## src/rtl/sp_pkg.sv

```systemverilog
package sp_pkg;
    typedef enum logic { MODE_INT = 1'b0, MODE_EXT = 1'b1 } mode_e;
    typedef enum logic { DE_OFF = 1'b0, DE_ON = 1'b1 } de_e;
endpackage

```

## src/rtl/sp_sync_edge.sv

```systemverilog
module sp_sync_edge #(
    parameter int W      = 2,
    parameter int STAGES = 2
) (
    input  logic         clk,
    input  logic         rst_n,
    input  logic [W-1:0] async_i,
    output logic [W-1:0] level_o,
    output logic [W-1:0] rise_o,
    output logic [W-1:0] fall_o
);
    logic [W-1:0] chain [STAGES];
    logic [W-1:0] prev_q;

    generate
        for (genvar s = 0; s < STAGES; s++) begin : g_stage
            if (s == 0) begin : g_first
                always_ff @(posedge clk or negedge rst_n) begin
                    if (!rst_n) chain[s] <= '0;
                    else        chain[s] <= async_i;
                end
            end else begin : g_next
                always_ff @(posedge clk or negedge rst_n) begin
                    if (!rst_n) chain[s] <= '0;
                    else        chain[s] <= chain[s-1];
                end
            end
        end
    endgenerate

    always_ff @(posedge clk or negedge rst_n) begin
        if (!rst_n) prev_q <= '0;
        else        prev_q <= chain[STAGES-1];
    end

    assign level_o = chain[STAGES-1];
    assign rise_o  = chain[STAGES-1] & ~prev_q;
    assign fall_o  = ~chain[STAGES-1] & prev_q;
endmodule

```

## src/rtl/sp_mode_fsm.sv

```systemverilog
module sp_mode_fsm
    import sp_pkg::*;
#(
    parameter int EDGE_THRESH  = 16,
    parameter int QUIET_FRAMES = 2
) (
    input  logic  clk,
    input  logic  rst_n,
    input  logic  pin_rise,
    input  logic  frame_rise,
    input  logic  frame_fall,
    output mode_e mode_q
);
    localparam int CW = $clog2(EDGE_THRESH + 1);
    localparam int QW = $clog2(QUIET_FRAMES + 1);

    mode_e         mode_d;
    logic [CW-1:0] edge_cnt;
    logic [QW-1:0] quiet_cnt;
    logic          seen_q;
    logic          seen_now;
    logic          phase_flip;

    assign phase_flip = frame_rise | frame_fall;
    // a rise coinciding with the closing fall belongs to the closing frame
    assign seen_now   = seen_q | pin_rise;

    always_ff @(posedge clk or negedge rst_n) begin
        if (!rst_n)                                       edge_cnt <= '0;
        else if (phase_flip)                              edge_cnt <= '0;
        else if (pin_rise && edge_cnt != CW'(EDGE_THRESH)) edge_cnt <= edge_cnt + 1'b1;
    end

    always_ff @(posedge clk or negedge rst_n) begin
        if (!rst_n)          seen_q <= 1'b0;
        else if (frame_fall) seen_q <= 1'b0;
        else if (pin_rise)   seen_q <= 1'b1;
    end

    always_ff @(posedge clk or negedge rst_n) begin
        if (!rst_n)                   quiet_cnt <= '0;
        else if (mode_q == MODE_INT)  quiet_cnt <= '0;
        else if (frame_fall)          quiet_cnt <= seen_now ? '0 : quiet_cnt + 1'b1;
    end

    always_comb begin
        mode_d = mode_q;
        unique case (mode_q)
            MODE_INT: if (pin_rise && !phase_flip && edge_cnt == CW'(EDGE_THRESH - 1))
                          mode_d = MODE_EXT;
            MODE_EXT: if (frame_fall && !seen_now && quiet_cnt == QW'(QUIET_FRAMES - 1))
                          mode_d = MODE_INT;
        endcase
    end

    always_ff @(posedge clk or negedge rst_n) begin
        if (!rst_n) mode_q <= MODE_INT;
        else        mode_q <= mode_d;
    end
endmodule

```

## src/rtl/sp_deemph_fsm.sv

```systemverilog
module sp_deemph_fsm
    import sp_pkg::*;
#(
    parameter int RUN_LEN = 5
) (
    input  logic clk,
    input  logic rst_n,
    input  logic ext_mode,
    input  logic frame_fall,
    input  logic pin_level,
    output de_e  de_q
);
    localparam int RW = $clog2(RUN_LEN + 1);

    de_e           de_d;
    logic [RW-1:0] run_cnt;
    logic          last_lvl;
    logic          same_lvl;
    logic          run_hit;

    assign same_lvl = (pin_level == last_lvl);
    assign run_hit  = frame_fall && !ext_mode &&
                      (same_lvl ? (run_cnt == RW'(RUN_LEN - 1)) : (RUN_LEN == 1));

    always_ff @(posedge clk or negedge rst_n) begin
        if (!rst_n) begin
            run_cnt  <= '0;
            last_lvl <= 1'b1;
        end else if (ext_mode) begin
            run_cnt  <= '0;
            last_lvl <= 1'b1;
        end else if (frame_fall) begin
            if (!same_lvl) begin
                run_cnt  <= RW'(1);
                last_lvl <= pin_level;
            end else if (run_cnt != RW'(RUN_LEN)) begin
                run_cnt  <= run_cnt + 1'b1;
            end
        end
    end

    always_comb begin
        de_d = de_q;
        unique case (de_q)
            DE_OFF: if (run_hit && !pin_level) de_d = DE_ON;
            DE_ON:  if (ext_mode)              de_d = DE_OFF;
                    else if (run_hit && pin_level) de_d = DE_OFF;
        endcase
    end

    always_ff @(posedge clk or negedge rst_n) begin
        if (!rst_n) de_q <= DE_OFF;
        else        de_q <= de_d;
    end
endmodule

```

## src/rtl/shared_pin_decoder.sv

```systemverilog
module shared_pin_decoder
    import sp_pkg::*;
#(
    parameter int EDGE_THRESH  = 16,
    parameter int QUIET_FRAMES = 2,
    parameter int RUN_LEN      = 5,
    parameter int SYNC_STAGES  = 2
) (
    input  logic clk,
    input  logic rst_n,
    input  logic pin_i,
    input  logic frame_i,
    input  logic single_speed_i,
    output logic ext_mode_o,
    output logic deemph_o
);
    logic [1:0] lvl, rise, fall;
    logic       pin_rise, pin_level, frame_rise, frame_fall;
    logic       de_on;
    mode_e      mode_q;
    de_e        de_q;

    sp_sync_edge #(.W(2), .STAGES(SYNC_STAGES)) u_sync (
        .clk     (clk),
        .rst_n   (rst_n),
        .async_i ({frame_i, pin_i}),
        .level_o (lvl),
        .rise_o  (rise),
        .fall_o  (fall)
    );

    assign pin_level  = lvl[0];
    assign pin_rise   = rise[0];
    assign frame_rise = rise[1];
    assign frame_fall = fall[1];

    sp_mode_fsm #(.EDGE_THRESH(EDGE_THRESH), .QUIET_FRAMES(QUIET_FRAMES)) u_mode (
        .clk        (clk),
        .rst_n      (rst_n),
        .pin_rise   (pin_rise),
        .frame_rise (frame_rise),
        .frame_fall (frame_fall),
        .mode_q     (mode_q)
    );

    sp_deemph_fsm #(.RUN_LEN(RUN_LEN)) u_deemph (
        .clk        (clk),
        .rst_n      (rst_n),
        .ext_mode   (mode_q == MODE_EXT),
        .frame_fall (frame_fall),
        .pin_level  (pin_level),
        .de_q       (de_q)
    );

    always_comb begin
        de_on      = (de_q == DE_ON);
        ext_mode_o = (mode_q == MODE_EXT);
        deemph_o   = de_on && (mode_q == MODE_INT) && single_speed_i;
    end
endmodule

```

## config.mk

```make
export PLATFORM = sky130hd
export DESIGN_NAME = shared_pin_decoder
export DESIGN_NICKNAME = d
export VERILOG_FILES = /design/src/rtl/sp_pkg.sv /design/src/rtl/sp_sync_edge.sv /design/src/rtl/sp_mode_fsm.sv /design/src/rtl/sp_deemph_fsm.sv /design/src/rtl/shared_pin_decoder.sv
export SDC_FILE = /design/constraint.sdc
export NUM_CORES = 1
export LEC_CHECK = 0
export ABC_CLOCK_PERIOD_IN_PS = 3000
export BUFFER_PORTS_ARGS = -buffer_cell sky130_fd_sc_hd__buf_2
export CORE_UTILIZATION = 62
export CTS_BUF_LIST = sky130_fd_sc_hd__clkbuf_4 sky130_fd_sc_hd__clkbuf_8 sky130_fd_sc_hd__clkbuf_16
export DETAILED_ROUTE_END_ITERATION = 8
export GPL_TIMING_DRIVEN = 0
export PLACE_DENSITY = 0.83
export SLEW_MARGIN = 20
export SYNTH_ARGS = -nofsm -noshare
export SYNTH_HDL_FRONTEND = slang
export SYNTH_HIERARCHICAL = 1
export SYNTH_SLANG_ARGS = --single-unit
```

## constraint.sdc

```tcl
create_clock -name clk -period 3 [get_ports clk]
set_input_delay 0.6 -clock clk [delete_from_list [all_inputs] [get_ports clk]]
set_output_delay 0.6 -clock clk [all_outputs]
set_load 0.03 [all_outputs]
```

Yosys cells after proc, flatten, opt, wreduce, memory -nomap -nowiden
Cells that the tools add are included.

word-level totals
  register bits after elaboration = 20
  output and inout bits = 2
  word-level logic and storage cells = 72

cells by class
  add/sub/neg operators = 3
  equality and inequality tests = 9
  mux-type cells = 22
  bitwise operators = 8
  reductions and logical operators = 20

operators with widths
  operator             count
  $mux 3               4
  $logic_and 1x1->1    11
  $mux 1               11
  $mux 5               2
  $mux 2               3
  $ne 3x3->1 const B   2
  $reduce_bool 2->1    3
  $add 5x1->5 const B  1
  $eq 5x4->1 const B   1
  $ne 5x5->1 const B   1
  $and 2x2->2          2
  $logic_not 1->1      4
  $ne 2x2->1 const B   2
  $not 2->2            2
  $pmux 1 s2           2
  $reduce_and 2->1     2
  $add 3x1->3 const B  1
  $eq 3x3->1 const B   1
  $add 2x1->2 const B  1
  $eq 2x1->1 const B   1
  $not 1->1            2
  $or 1x1->1           2
  $eq 1x1->1           1

Depth between registers and ports, before layout
Gate-level depths: netlist (run 1).

  depth in word-level cells = 8
  gate-level depth with buffers = 5
  depth with buffers taken out = 5

Modules after synthesis
The synthesis (run 1) kept the hierarchy.

modules (own cells, without submodules)
  module              times used  cells an instance  area each (um^2)
  sp_mode_fsm         1           48                 490.5
  sp_deemph_fsm       1           33                 339.1
  sp_sync_edge        1           12                 200.2
  shared_pin_decoder  1           1                  8.8

Worst setup path after synthesis (run 1)
Ideal clock, no wire load.

  path kind = flip-flop to output port
  start = reg u_mode.mode_q
  end = out deemph_o
  arrival time = 1.006 ns
  data required time = 2.400 ns
  path slack = 1.394 ns
  stages on the path, launching flop included = 2
  path buffers = 0
  cell sequence = dfrtp_1 > and3b_1

between the ends
  cells in the longest elaborated chain, start to end = 3

RTL lines
  what                            RTL line                  source
  from (decl)                     sp_mode_fsm.sv:12         output mode_e mode_q
  from (signal assigned)          sp_mode_fsm.sv:58         else mode_q <= mode_d;
  $not 1->1                       n/a
  $logic_and 1x1->1 (2 in a row)  shared_pin_decoder.sv:58  deemph_o = de_on && (mode_q == MODE_INT) && single_speed_i;
  to (decl)                       shared_pin_decoder.sv:15  output logic deemph_o

Every way passes these cells.

Worst setup path after layout (run 1)
Same ends and word-level chain as after synthesis.

==> results of run 1 <==
==> where the power goes <==
part / internal (mW) / leakage [nW] / total (mW) / switching, mW
clock: 0.135 / 0.0279 / 0.217 / 0.0816
combinational: 0.0615 / 0.244 / 0.134 / 0.0729
sequential: 0.299 / 0.248 / 0.330 / 0.0317
==> final timing paths <==
path	to	cells after the start	slack, ns
max in group asynchronous	u_deemph/last_lvl	1	2.44
worst max-delay path	deemph_o	2	1.14
worst max register to register	u_mode/quiet_cnt[0]	5	1.50
worst min register to register	u_sync/level_o[0]	0	0.36
min in group clk	u_sync/level_o[0]	0	0.36
worst min-delay path	u_sync/chain[3]	1	0.23
==> registers in the layout (all words and copies together), names as in the netlist <==
register and cells:
u_deemph/de_q 1, u_deemph/last_lvl 1, u_deemph/run_cnt 3, u_mode/edge_cnt 5
u_mode/mode_q 1, u_mode/quiet_cnt 2, u_mode/seen_q 1, u_sync/chain 2
u_sync/level_o 2, u_sync/prev_q 2
==> layout make-up <==
class                   instances  area, µm²
plain buffers                   4       31.3
inverters                       8       30.0
clock inverters                 1       30.0
well taps                      16       20.0
multi-input cells              60        459
fillers                       103        399
repair buffers                  6       30.0
clock buffers                   3       22.5
flip-flops and latches         20        502
==> metal layers <==
| layer | share of wire | vias to the layer above | wire length (µm) | GRT usage |
|---|---|---|---|---|
| met3 | 0.025 | 2 | 44 | 0.0388 |
| met4 | 0.0052 | 0 | 9 | 0.113 |
| met2 | 0.51 | 15 | 883 | 0.366 |
| met1 | 0.46 | 347 | 798 | 0.319 |
| li1 | - | 344 | - | - |
| met5 | 0 | - | 0 | 0 |
==> worst max-delay path, delay by kind of cell (launching register included) <==
kind | cells | cell delay (ns)
flops | 1 | 0.52
buf+inv | 1 | 0.18
simple gates | 1 | 0.25
==> placed cells by master (no fill, tap or decap), types with 2 or more instances in the layout <==
| cell | instances |
|---|---|
| buf_4 | 2 |
| ha_1 | 7 |
| nand3_1 | 2 |
| dfrtp_1 | 19 |
| nor2b_1 | 3 |
| a31oi_1 | 4 |
| nand4_1 | 3 |
| and2_1 | 2 |
| o21ai_0 | 4 |
| nor3_1 | 2 |
| clkbuf_4 | 3 |
| buf_2 | 7 |
| inv_1 | 8 |
| and2b_2 | 4 |
| nor2_1 | 3 |
| a41oi_1 | 2 |
| nand2_1 | 4 |
| a21boi_0 | 2 |
==> flow_summary.yaml, run 1 <==
worst_setup_path:
  arrival_ns: 1.26
  required_ns: 2.40
  cp-end-kind: "primary output"
  crit_fanout: 13
  cp-start-kind: "flop"
  slowest_delay_ns: 0.52
  worstPathCellList: "and3b_1 > buf_2"
  regToRegStartpoint: "u_sync/level_o[1]"
  crit_start: "u_mode/mode_q"
  crit_slowest_cell: "dfrtp_1"
  critPathKind: "flop to primary output"
grt:
  grt_max_degree: 21
  grt_overflow: 0
  grt_usage: 0.234
  grt_first_pass_wirelength_um: 3120
  grt_antenna_before_repair: 0
  grt_pass1_vias: 718
finish:
  fin_area_mm2: 0.00112
  n_antenna_cell: 0
  fin_util: 0.738
  drive_gt1_frac: 0.235
  nets: 115
  areaGrowthSynthToFinish_pct: 10.0
  finalNonFillerCells: 118
synthesis:
  yosys_warnings: 6
  syn_nets: 104
  synth.avg_cell_area_um2: 11.1
  syn_inst: 92
  syn_area_mm2: 0.00102
drt:
  drcViolationCount: 0
  ant_nets: 0
  drtIter0Drc: 30
  first_pass_iters: 4
  totalWireLength_um: 1740
  route.vias.total: 708
  wl_per_cell_um: 14.7
  avgViaCountPerCell: 6.00
worst_hold_path:
  hold_path.class: "input port to async pin"
clock_tree:
  worstSkewPairLatency_ns: 0.30
  cts.htree.levels: 1
  cts_max_path_buffers: 2
  cts.clk_slew.worst_paths_ns: 0.11
  holdBufCountCts: 0
  cts_tree: "built"
  postCtsSetupRepairBufs: 0
  cts_buffers: 3
  cts-root-buf: "clkbuf_4"
  ctsResizeCount: 0
  cts.sinks: 20
die:
  dieArea_mm2: 0.00182
  die_h_um: 42.6
  pin_count: 7
  rows: 14
  core_mm2: 0.00152
  start_util: 0.671
  fp.dieW_um: 42.6
flow_run:
  maxCapViolCount: 0
timing:
  slew_viol_final: 0
  layout_min_cycle_time_ns: 1.86
  fin_worst_skew_ns: 0.00342
  relSlewSlack: 0.708
  timing.fmax_ghz: 0.538
  fin_crit_sh: 0.620
  tightestPinTransition_ns: 0.438
  setup_viol: 0
  finalWorstSetupSlack_ns: 1.14
  fin_tns_setup_ns: 0
  timing.hold.ws_ns: 0.226
  rsz0062_at_grt: "no"
  finalHoldViolations: 0
pwr:
  p_per_area_mw_per_mm2: 606
  power.leakage_nw: 0.520
  finalPower_uw: 681
  worst_ir_drop_vdd_mv: 0.353
place:
  port-buffer-count: 6
  placed_area_mm2: 0.00107
  dp_hpwl_um: 1200
  place_congestion: 0.791
  pre_cts_ws_ns: 1.38
  dp_cells: 114
run_status:
  status: "finished, final reports clean"
Note: power is estimated with default switching activity, not from simulation.
==> run 2: changes to the inputs <==
--- a/config.mk
+++ b/config.mk
@@ -5,13 +5,13 @@
 export SDC_FILE = /design/constraint.sdc
 export NUM_CORES = 1
 export LEC_CHECK = 0
-export ABC_CLOCK_PERIOD_IN_PS = 3000
+export ABC_CLOCK_PERIOD_IN_PS = 1750
 export BUFFER_PORTS_ARGS = -buffer_cell sky130_fd_sc_hd__buf_2
-export CORE_UTILIZATION = 62
+export CORE_UTILIZATION = 57
 export CTS_BUF_LIST = sky130_fd_sc_hd__clkbuf_4 sky130_fd_sc_hd__clkbuf_8 sky130_fd_sc_hd__clkbuf_16
 export DETAILED_ROUTE_END_ITERATION = 8
 export GPL_TIMING_DRIVEN = 0
-export PLACE_DENSITY = 0.83
+export PLACE_DENSITY = 0.78
 export SLEW_MARGIN = 20
 export SYNTH_ARGS = -nofsm -noshare
 export SYNTH_HDL_FRONTEND = slang
==> constraint.sdc (replaced) <==
create_clock -name clk -period 1.75 [get_ports clk]
set_input_delay 0.35 -clock clk [delete_from_list [all_inputs] [get_ports clk]]
set_output_delay 0.35 -clock clk [all_outputs]
set_load 0.03 [all_outputs]
==> flow_summary.yaml, run 2 (synthesized netlist as in run 1, its figures left out) <==
run_status:
  status: "finished, final reports clean"
worst_setup_path:
  critPathKind: "flop to primary output"
  r2r_slack_ns: 0.29
  arrival_ns: 1.26
  cp-end-kind: "primary output"
  required_ns: 1.40
  crit_fanout: 13
  regToRegStartpoint: "u_sync/level_o[1]"
  worstPathCellList: "and3b_1 > buf_2"
  crit_start: "u_mode/mode_q"
  crit_slowest_cell: "dfrtp_1"
  r2r_end: "u_mode/quiet_cnt[0]"
  rr_worst_depth: 5
  slowest_delay_ns: 0.58
  cp-start-kind: "flop"
finish:
  fin_area_mm2: 0.00112
  largestRegisters: "u_mode/edge_cnt x5, u_deemph/run_cnt x3"
  final_cell_mix: "dfrtp_1 (19), inv_1 (8), buf_2 (7), ha_1 (7)"
  nets: 116
  layout_commonest_cell: "dfrtp_1"
  finalNonFillerCells: 127
  regMostFlops: "u_mode/edge_cnt"
  largest_register_ffs: 5
  areaGrowthSynthToFinish_pct: 9.79
  fin_util: 0.704
  drive_gt1_frac: 0.233
  n_antenna_cell: 0
place:
  dp_cells: 122
  dp_hpwl_um: 1110
  placed_area_mm2: 0.00108
  port-buffer-count: 6
  place_congestion: 0.804
grt:
  grt_max_degree: 21
  grt_overflow: 0
  grt_antenna_before_repair: 0
  grt_pass1_vias: 665
  grt_first_pass_wirelength_um: 2720
  grt_usage: 0.193
clock_tree:
  worstSkewPairLatency_ns: 0.30
  cts_tree: "built"
  cts_buffers: 3
  cts-root-buf: "clkbuf_4"
  cts.sinks: 20
  cts_max_path_buffers: 2
  ctsResizeCount: 0
  cts.clk_slew.worst_paths_ns: 0.11
  cts.htree.levels: 1
timing:
  finalHoldViolations: 0
  fin_worst_skew_ns: 0.00578
  fin_crit_sh: 0.919
  layout_min_cycle_time_ns: 1.61
  setup_viol: 0
  relSlewSlack: 0.718
  timing.fmax_ghz: 0.622
  fin_tns_setup_ns: 0
  slew_viol_final: 0
  tightestPinTransition_ns: 0.423
  rsz0062_at_grt: "no"
drt:
  totalWireLength_um: 1530
  wl_per_cell_um: 12.1
  route.vias.total: 712
  drcViolationCount: 0
  drtIter0Drc: 14
  first_pass_iters: 4
  avgViaCountPerCell: 5.61
  ant_nets: 0
die:
  fp.dieW_um: 44.4
  rows: 14
  die_h_um: 44.4
  core_mm2: 0.00159
  pin_count: 7
  dieArea_mm2: 0.00197
  start_util: 0.641
pwr:
  pwr-share-seq: 0.550
  p_int_uw: 721
  power.leakage_nw: 0.514
  switching_share: 0.297
  power.share.clock: 0.231
  combPwrFrac: 0.219
  worst_ir_drop_vdd_mv: 0.697
  p_switching_uw: 305
  p_per_area_mw_per_mm2: 914
worst_hold_path:
  hold-path-endpoint: "u_sync/chain[2]"
  hold_path.class: "input port to flop"
  whs_path_depth: 1
  holdCritStartpoint: "pin_i"
flow_run:
  maxCapViolCount: 0
run 2: cell types whose count changed in the layout (fill, tap and decap cells not counted), sizes merged:
cell         change
bufinv           -1
clkbuf           +1
dlygate4sd3      +1
run 2: cell type report:
cell class,count,area [µm²]
Buffer,4,31.3
Sequential cell,20,502
Timing Repair Buffer,7,40.0
Inverter,8,30.0
Fill cell,113,472
Tap cell,24,30.0
Multi-Input combinational cell,60,459
Clock buffer,4,30.0
run 2: per-stage QoR:
stage                     setup slack [ns]  power (mW)  hold slack [ns]
after floorplan                      0.394       0.734           0.0544
after global placement               0.346       0.778            0.307
after detailed placement             0.307       0.789            0.306
after CTS                            0.123        1.03            0.137
after global routing                0.0477        1.10            0.118
final                                0.143        1.03            0.146
run 2: critical path, delay by kind of cell, from the launching register on:
kind | cells | cell delay (ns)
and+or+nand+nor | 1 | 0.22
DFF | 1 | 0.58
buffers and inverters | 1 | 0.17
run 2: metal layers:
metal / GRT usage / vias up / wire [µm]
met5: 0 / - / 0
met4: 0.0788 / 0 / 24
met3: 0.0571 / 2 / 53
met2: 0.306 / 12 / 684
met1: 0.249 / 348 / 772
li1: - / 350 / -
run 2: power by group through the flow:
stage | sequential, mW | clock, mW | combinational, mW
2_1_floorplan | 0.559 | 0 | 0.175
3_3_place_gp | 0.569 | 0 | 0.209
3_5_place_dp | 0.571 | 0 | 0.218
4_1_cts | 0.562 | 0.248 | 0.224
5_1_grt | 0.570 | 0.269 | 0.259
6_report | 0.564 | 0.237 | 0.225
run 2: how the worst max path moves through the flow:
stage / cells after the start / end / slack (ns)
2_1_floorplan: 1 / deemph_o / 0.39
3_3_place_gp: 5 / u_mode/quiet_cnt[1] / 0.35
3_5_place_dp: 5 / u_mode/quiet_cnt[1] / 0.31
4_1_cts: 2 / deemph_o / 0.12
5_1_grt: 2 / deemph_o / 0.05
6_report: 2 / deemph_o / 0.14
run 2: what timing repair did:
action | CTS | global route
endpoints found under the hold margin | 19 | 0
hold buffers | 1 | 0
buffers inserted | 0 | 0
